==> src/rtl/stack_cpu_pkg.sv <==
package stack_cpu_pkg;
  localparam int OP_W = 4;

  typedef enum logic [OP_W-1:0] {
    OP_PUSHI = 4'h1,
    OP_LOAD  = 4'h2,
    OP_STORE = 4'h3,
    OP_ADD   = 4'h4,
    OP_HALT  = 4'hF
  } opcode_e;

  // Strobes from the control unit to the datapath
  typedef struct packed {
    logic marFromIp;
    logic marFromIr;
    logic mdrFromMem;
    logic mdrFromImm;
    logic ipInc;
    logic irLoad;
    logic stPush;
    logic stPop;
    logic stAddSum;
    logic memWrite;
  } ctrl_t;
endpackage

==> src/rtl/stack_regs.sv <==
module stack_regs #(
  parameter int WIDTH = 16,
  parameter int DEPTH = 4
) (
  input  logic                   clk,
  input  logic                   rst,
  input  logic                   push,
  input  logic                   pop,
  input  logic                   addSum,
  input  logic [WIDTH-1:0]       pushData,
  output logic [WIDTH-1:0]       topData,
  output logic [DEPTH*WIDTH-1:0] view
);
  logic [WIDTH-1:0] ent   [DEPTH];
  logic [WIDTH-1:0] above [DEPTH];
  logic [WIDTH-1:0] below [DEPTH];

  for (genvar i = 0; i < DEPTH; i++) begin : g_link
    if (i == 0) begin : g_top
      assign above[i] = pushData;
    end else begin : g_mid
      assign above[i] = ent[i-1];
    end
    if (i == DEPTH-1) begin : g_bot
      assign below[i] = '0;
    end else begin : g_up
      assign below[i] = ent[i+1];
    end
    assign view[i*WIDTH +: WIDTH] = ent[i];
  end

  always_ff @(posedge clk) begin
    for (int i = 0; i < DEPTH; i++) begin
      if (rst)       ent[i] <= '0;
      else if (push) ent[i] <= above[i];
      else if (pop)  ent[i] <= below[i];
    end
    if (!rst && !push && !pop && addSum) ent[1] <= ent[0] + ent[1];
  end

  assign topData = ent[0];
endmodule

==> src/rtl/stack_cpu_datapath.sv <==
module stack_cpu_datapath
  import stack_cpu_pkg::*;
#(
  parameter int WIDTH = 16,
  parameter int ADDRW = 8,
  parameter int DEPTH = 4
) (
  input  logic                   clk,
  input  logic                   rst,
  input  ctrl_t                  ctl,
  input  logic                   loadEn,
  input  logic [ADDRW-1:0]       loadAddr,
  input  logic [WIDTH-1:0]       loadData,
  output logic [OP_W-1:0]        opField,
  output logic [DEPTH*WIDTH-1:0] stackView
);
  localparam int MEM_WORDS = 1 << ADDRW;
  localparam int FIELD_W   = WIDTH - OP_W;

  logic [WIDTH-1:0] mem [MEM_WORDS];
  logic [ADDRW-1:0] ip, mar;
  logic [WIDTH-1:0] mdr, ir, topData, immExt;

  assign immExt  = {{OP_W{1'b0}}, ir[FIELD_W-1:0]};
  assign opField = ir[WIDTH-1 -: OP_W];

  always_ff @(posedge clk) begin
    if (loadEn)            mem[loadAddr] <= loadData;
    else if (ctl.memWrite) mem[mar]      <= mdr;
  end

  always_ff @(posedge clk) begin
    if (rst) begin
      ip  <= '0;
      mar <= '0;
      mdr <= '0;
      ir  <= '0;
    end else begin
      if (ctl.marFromIp)       mar <= ip;
      else if (ctl.marFromIr)  mar <= ir[ADDRW-1:0];
      if (ctl.ipInc)           ip  <= ip + 1'b1;
      if (ctl.irLoad)          ir  <= mdr;
      if (ctl.mdrFromMem)      mdr <= mem[mar];
      else if (ctl.mdrFromImm) mdr <= immExt;
      else if (ctl.stPop)      mdr <= topData;
    end
  end

  stack_regs #(.WIDTH(WIDTH), .DEPTH(DEPTH)) u_stack (
    .clk     (clk),
    .rst     (rst),
    .push    (ctl.stPush),
    .pop     (ctl.stPop),
    .addSum  (ctl.stAddSum),
    .pushData(mdr),
    .topData (topData),
    .view    (stackView)
  );
endmodule

==> src/rtl/stack_cpu_control.sv <==
module stack_cpu_control
  import stack_cpu_pkg::*;
(
  input  logic            clk,
  input  logic            rst,
  input  logic [OP_W-1:0] opField,
  output ctrl_t           ctl,
  output logic            done
);
  typedef enum logic [3:0] {
    S_FADDR, S_FREAD, S_FIR, S_DEC, S_MEMRD, S_LDIMM, S_PUSH,
    S_POP, S_MEMWR, S_ADDSUM, S_ADDSHIFT, S_HALT
  } state_e;

  state_e state, nextState;

  always_ff @(posedge clk) begin
    if (rst) state <= S_FADDR;
    else     state <= nextState;
  end

  always_comb begin
    ctl       = '0;
    nextState = state;
    case (state)
      S_FADDR: begin ctl.marFromIp = 1'b1; nextState = S_FREAD; end
      S_FREAD: begin ctl.mdrFromMem = 1'b1; ctl.ipInc = 1'b1; nextState = S_FIR; end
      S_FIR:   begin ctl.irLoad = 1'b1; nextState = S_DEC; end
      S_DEC: begin
        case (opField)
          OP_PUSHI: nextState = S_LDIMM;
          OP_LOAD:  begin ctl.marFromIr = 1'b1; nextState = S_MEMRD; end
          OP_STORE: begin ctl.marFromIr = 1'b1; nextState = S_POP; end
          OP_ADD:   nextState = S_ADDSUM;
          OP_HALT:  nextState = S_HALT;
          default:  nextState = S_FADDR;
        endcase
      end
      S_MEMRD:    begin ctl.mdrFromMem = 1'b1; nextState = S_PUSH; end
      S_LDIMM:    begin ctl.mdrFromImm = 1'b1; nextState = S_PUSH; end
      S_PUSH:     begin ctl.stPush = 1'b1; nextState = S_FADDR; end
      S_POP:      begin ctl.stPop = 1'b1; nextState = S_MEMWR; end
      S_MEMWR:    begin ctl.memWrite = 1'b1; nextState = S_FADDR; end
      S_ADDSUM:   begin ctl.stAddSum = 1'b1; nextState = S_ADDSHIFT; end
      S_ADDSHIFT: begin ctl.stPop = 1'b1; nextState = S_FADDR; end
      S_HALT:     nextState = S_HALT;
      default:    nextState = S_FADDR;
    endcase
  end

  assign done = (state == S_HALT);
endmodule

==> src/rtl/stack_cpu.sv <==
module stack_cpu
  import stack_cpu_pkg::*;
#(
  parameter int WIDTH = 16,
  parameter int ADDRW = 8,
  parameter int DEPTH = 4
) (
  input  logic                   clk,
  input  logic                   rst,
  input  logic                   loadEn,
  input  logic [ADDRW-1:0]       loadAddr,
  input  logic [WIDTH-1:0]       loadData,
  output logic                   done,
  output logic [DEPTH*WIDTH-1:0] stackView
);
  ctrl_t           ctl;
  logic [OP_W-1:0] opField;

  stack_cpu_control u_ctrl (
    .clk    (clk),
    .rst    (rst),
    .opField(opField),
    .ctl    (ctl),
    .done   (done)
  );

  stack_cpu_datapath #(.WIDTH(WIDTH), .ADDRW(ADDRW), .DEPTH(DEPTH)) u_dp (
    .clk      (clk),
    .rst      (rst),
    .ctl      (ctl),
    .loadEn   (loadEn),
    .loadAddr (loadAddr),
    .loadData (loadData),
    .opField  (opField),
    .stackView(stackView)
  );
endmodule

==> config.mk <==
export PLATFORM = sky130hd
export DESIGN_NAME = stack_cpu
export DESIGN_NICKNAME = d
export VERILOG_FILES = /design/src/rtl/stack_cpu_pkg.sv /design/src/rtl/stack_regs.sv /design/src/rtl/stack_cpu_datapath.sv /design/src/rtl/stack_cpu_control.sv /design/src/rtl/stack_cpu.sv
export SDC_FILE = /design/constraint.sdc
export NUM_CORES = 2
export LEC_CHECK = 0
export BUFFER_PORTS_ARGS = -buffer_cell sky130_fd_sc_hd__clkbuf_2
export CORE_UTILIZATION = 40
export DETAILED_ROUTE_END_ITERATION = 8
export GPL_ROUTABILITY_DRIVEN = 0
export GPL_TIMING_DRIVEN = 1
export REMOVE_ABC_BUFFERS = 1
export SLEW_MARGIN = 40
export SYNTH_ARGS = -nofsm -noshare
export SYNTH_HDL_FRONTEND = slang
export SYNTH_MEMORY_MAX_BITS = 65536
export SYNTH_SLANG_ARGS = --single-unit
==> constraint.sdc <==
create_clock -name clk -period 4.1 [get_ports clk]
set_input_delay 0.615 -clock clk [delete_from_list [all_inputs] [get_ports clk]]
set_output_delay 0.615 -clock clk [all_outputs]
set_load 0.02 [all_outputs]
-- Word-level counts from Yosys, hierarchy flattened
Memories as Yosys holds them, arrays and structs flattened. A register that Yosys moved wholly into a read port is not among the register bits.
Cells that the tools add are included.
- register bits after elaboration: 52
- memory bits (writable): 4160
- bits of input ports: 27
- output and inout port bits: 65
- word-level logic and storage cells: 96
- memories: 2
- $add $sub $neg: 2
- equal/unequal tests: 16
- multiplexer cells: 48
- bitwise operators: 9
- reduce and logical (&&, ||, !) cells: 14
- memories (memory ; depth ; bits a word ; read ports ; clocked after memory_dff ; wr ports ; line ; source):
    u_dp.mem ; 256 ; 16 ; 1 ; 1 ; 1 ; stack_cpu_datapath.sv:20 ; logic [WIDTH-1:0] mem [MEM_WORDS];
    u_dp.u_stack.ent ; 4 ; 16 ; 4 ; 0 ; 4 ; stack_regs.sv:14 ; logic [WIDTH-1:0] ent [DEPTH];
- operator list (cell ; count):
    two-way mux 16 bit ; 13
    two-way mux 8 bit ; 5
    case mux 4 bit (8 select lines) ; 1
    two-way mux 1 bit ; 28
    == test 4 x 3 -> 1 bit (second input constant) ; 5
    == test 4 bit (second input constant) ; 5
    case mux 4 bit (5 select lines) ; 1
    adder 16 bit ; 1
    == test 4 x 2 -> 1 bit (second input constant) ; 4
    OR reduction 16 bit ; 1
    bitwise OR 1 bit ; 9
    adder 8 x 1 -> 8 bit (second input constant) ; 1
    == test 4 x 1 -> 1 bit (second input constant) ; 2
    OR reduction 2 bit ; 4
    zero test 4 bit ; 1
    logical AND 1 bit ; 3
    zero test 1 bit ; 3
    nonzero test 3 bit ; 1
    nonzero test 2 bit ; 1

-- Longest topological paths before layout
- depth after elaboration: 9
- depth in mapped cells: 13
- depth with buffers taken out: 9

-- Modules after synthesis
A second synthesis with hierarchy kept.
- cell total of the unflattened synthesis: 7977
- area, all modules: 165090.8 µm²
- by module, submodules not included (module ; instances ; cells each ; area each (µm²)):
    stack_cpu_datapath ; 1 ; 7628 ; 160983.1
    stack_regs ; 1 ; 296 ; 3694.8
    stack_cpu_control ; 1 ; 53 ; 412.9

-- Worst setup path before layout
OpenSTA, ideal clock, no wires.
- path type: reg-to-reg
- from: reg u_ctrl.state[2]
- to: mem u_dp.mem[0][11], data pin
- library setup time: 0.556 ns
- arrival time: 3.647 ns
- slack: -0.103 ns
- stages on the path, launching flop included: 9
- path buffers: 5
- cell sequence: dfxtp_1 buf_2 nand2b_1 clkbuf_1 nor4_4 buf_2 buf_1 buf_2 mux2_2
- cells in the longest elaborated chain, start to end: 7
- RTL lines (what ; line ; source):
    from (decl) ; stack_cpu_control.sv:15 ; state_e state, nextState;
    from (signal assigned) ; stack_cpu_control.sv:19 ; else state <= nextState;
    == test 4 bit ; stack_cpu_control.sv:25 ; case (state)
    two-way mux 1 bit ; stack_cpu_control.sv:25 ;
    two-way mux 1 bit ; stack_cpu_datapath.sv:29 ; else if (ctl.memWrite) mem[mar] <= mdr;
    two-way mux 1 bit ; stack_cpu_datapath.sv:28 ; if (loadEn) mem[loadAddr] <= loadData;
    two-way mux 1 bit (implied by the code) ; stack_cpu_datapath.sv:29 ;
    OR reduction 16 bit (no source line) ; n/a ;
    two-way mux 16 bit (no source line) ; n/a ;
    to (decl) ; stack_cpu_datapath.sv:20 ;
No other way between the ends.

==> flow_summary.json <==
{
  "clk_path_buf_depth": 4,
  "vdd_drop_max_mv": 0.396,
  "required_ns": 4.93,
  "clk_pin_slew_worst_paths_ns": 0.06,
  "vias": 81400,
  "start_kind": "flop",
  "drc": 0,
  "syn_area_sq_um": 163000,
  "start_util_pct": 40.3,
  "design_area_sq_um": 188000,
  "wl_per_cell_microns": 32.0,
  "cts_tree": "built",
  "die_y_microns": 640,
  "port_buffers": 91,
  "skew_ns": 0.0722,
  "power_mw": 89.8,
  "grt_pass1_vias": 81000,
  "worstMarginPinSlew_ns": 0.923,
  "path_max_fanout": 92,
  "cts_made_buffers": 415,
  "seqCellArea_sq_um": 126000,
  "die_w_microns": 640,
  "finalCritPeriodShare_pct": 92.6,
  "io_pins": 92,
  "seq_area_frac_synth_pct": 77.5,
  "clock_sinks": 4220,
  "grt_overflow": 0,
  "drtIter0Drc": 10100,
  "cts_max_level": 5,
  "coreArea_sq_um": 404000,
  "multiInputGateArea_sq_um": 34600,
  "cts_resized": 0,
  "crit_type": "flop to flop",
  "min_path_type": "input port to flop",
  "clk_latency_ns": 0.99,
  "fillers": 33000,
  "antenna_found_initial": 26,
  "die-area_sq_um": 409000,
  "maxCapViolCount": 0,
  "grt_pass1_wl_microns": 623000,
  "wl_microns": 444000,
  "maxSlewViolCount": 0,
  "min_period_ns": 3.80,
  "stdcell_count": 13900,
  "viasPerCell": 5.87,
  "relSlewSlack_pct": 38.5,
  "worst_ep_arrival_time_ns": 4.63,
  "async_flop_share_pct": 0,
  "leakage_nw": 57.4,
  "synth_seq_cells": 4220,
  "ys.flop_type": "edfxtp_1",
  "placedInstanceArea_sq_um": 175000,
  "synthCells": 7341,
  "fmax_ghz": 0.263,
  "cp-end-kind": "flop",
  "drive_gt1_share_pct": 30.1,
  "hold_buffers": 0,
  "setup_viol_count_final": 0,
  "grt_max_degree": 139,
  "synth_warnings": 0,
  "nets": 8136,
  "dp.cells": 13100,
  "synth_edf_count": 4160,
  "post-dp-hpwl_microns": 276000,
  "ant_nets": 0,
  "hold_viol": 0,
  "synthToLayoutAreaGrowth_pct": 15.7,
  "grt_use_total_pct": 21.4,
  "rsz0062_at_grt": "false",
  "status": "completed",
  "clock-root-buffer": "clkbuf_16",
  "syn-mean-instance-area_sq_um": 22.2,
  "firstDrtPassIters": 5,
  "ys_types": 64,
  "rows": 233,
  "postCtsSetupBuffers": 0,
  "p_per_area_nw_per_um2": 477
}
area by class of cell:
cell class,count,area share [%]
sequential,4220,67.0
multi-input combinational,2654,18.4
clock buffer,495,5.77
timing repair buffer,776,3.80
tap,5405,3.59
clock inverter,267,1.38
inverter,25,0.0498
antenna,21,0.0279
metal layers:
| layer | wire length (microns) | up-vias | global-route usage, % |
|---|---|---|---|
| met5 | 11 | - | 0 |
| met4 | 19200 | 2 | 8.54 |
| met3 | 37200 | 708 | 3.89 |
| met2 | 212000 | 3908 | 34.1 |
| met1 | 175000 | 44000 | 29.2 |
| li1 | - | 32800 | - |
where the power goes:
group	switching, mW	internal, mW	leakage (nW)
Sequential	0.129	47.5	38.0
Combinational	2.76	1.57	12.9
Clock	16.3	21.6	6.58
cells in the final DEF, fill, tap and decap left out, drive strengths merged, types with 8 or more instances in the layout:
cell         n
and2        22
nor2       309
mux2        18
a211o       14
a21o         9
edfxtp    4160
a22o        89
o211ai      17
buf        685
xnor2        9
mux2i      135
nor3        39
or3          8
nor2b       10
o22ai       50
inv         33
diode       21
xor2        12
o21ai       62
a21oi      118
a221oi      37
o221ai      28
nand2       97
ha          16
bufinv      43
clkinv     205
clkbuf     586
nand3       90
o211a       10
a22oi      244
mux4      1048
a211oi      19
a311oi      11
a31oi       18
nand2b      18
clkinvlp    11
a2111oi     22
nand3b      11
dfxtp       60
nand4       14
through the flow:
step / hold slack, ns / setup TNS (ns) / setup slack, ns / utilization (%)
after global placement: 0.448 / -0.589 / -0.589 / 43.1
after detailed placement: 0.456 / 0 / 0.0873 / 43.3
after floorplan: 0.431 / -5560.09 / -44.68 / -
after CTS: 0.169 / 0 / 0.301 / 46.6
after global routing: 0.210 / 0 / 0.197 / 46.6
final: 0.249 / 0 / 0.305 / 46.6
flip-flops by register name, indices dropped and copies added, names as in the netlist, named ones only:
signal,flops
u_dp.mem,4096
u_dp.u_stack.ent,64
u_dp.ir,16
u_dp.mdr,16
u_dp.ip,8
u_dp.mar,8
u_ctrl.state,4
worst paths after layout:
check	startpoint	end	slack, ns	cells past startpoint
setup reg to reg	flop	u_dp.mdr[7]$_SDFFE_PP0P_	0.30	8
setup / recovery	flop	u_dp.mdr[7]$_SDFFE_PP0P_	0.30	8
hold reg to reg	u_dp.ir[11]$_SDFFE_PP0P_	u_dp.ir[11]$_SDFFE_PP0P_	0.47	2
hold / removal	rst	u_dp.ir[11]$_SDFFE_PP0P_	0.25	2
Yosys cell counts (16+ instances only):
library cell | number | area [sq um]
mux2_2 | 18 | 203
a2111oi_0 | 22 | 193
nand2b_1 | 18 | 113
o22ai_1 | 50 | 313
nor2_1 | 309 | 1160
a31oi_1 | 17 | 106
nand3_1 | 90 | 450
inv_1 | 24 | 90.1
nor3_1 | 39 | 195
nand2_1 | 97 | 364
clkbuf_1 | 223 | 837
buf_6 | 58 | 653
a22oi_1 | 244 | 1830
and2_1 | 22 | 138
a22o_1 | 89 | 780
o211ai_1 | 17 | 128
a21oi_1 | 118 | 591
buf_1 | 28 | 105
ha_1 | 16 | 200
buf_2 | 77 | 385
edfxtp_1 | 4160 | 125000
mux2i_1 | 135 | 1350
dfxtp_1 | 60 | 1200
o21ai_0 | 58 | 290
a211oi_1 | 19 | 143
o221ai_1 | 28 | 245
buf_4 | 51 | 383
mux4_2 | 1048 | 23600
a221oi_1 | 37 | 324
cells by family after synthesis:
family | Yosys count | synth area share, %
AO/OA/AOI/OAI | 779 | 3.45
AND/OR/NAND/NOR | 636 | 1.75
buffers and inverters | 467 | 1.56
multiplexers | 1201 | 15.5
flip-flops | 4220 | 77.5
XOR/XNOR | 21 | 0.113
adder cells (fa/ha/maj) | 17 | 0.135
critical path, stage by stage (launching register included):
cell,delay [ns]
dfxtp_4,0.80
buf_12,0.49
buf_12,0.34
mux4_2,0.34
a22oi_1,0.33
nand3_1,0.12
a21oi_1,0.73
a211o_1,0.22
a311oi_1,0.08
Note: power is estimated with default switching activity, not from simulation.
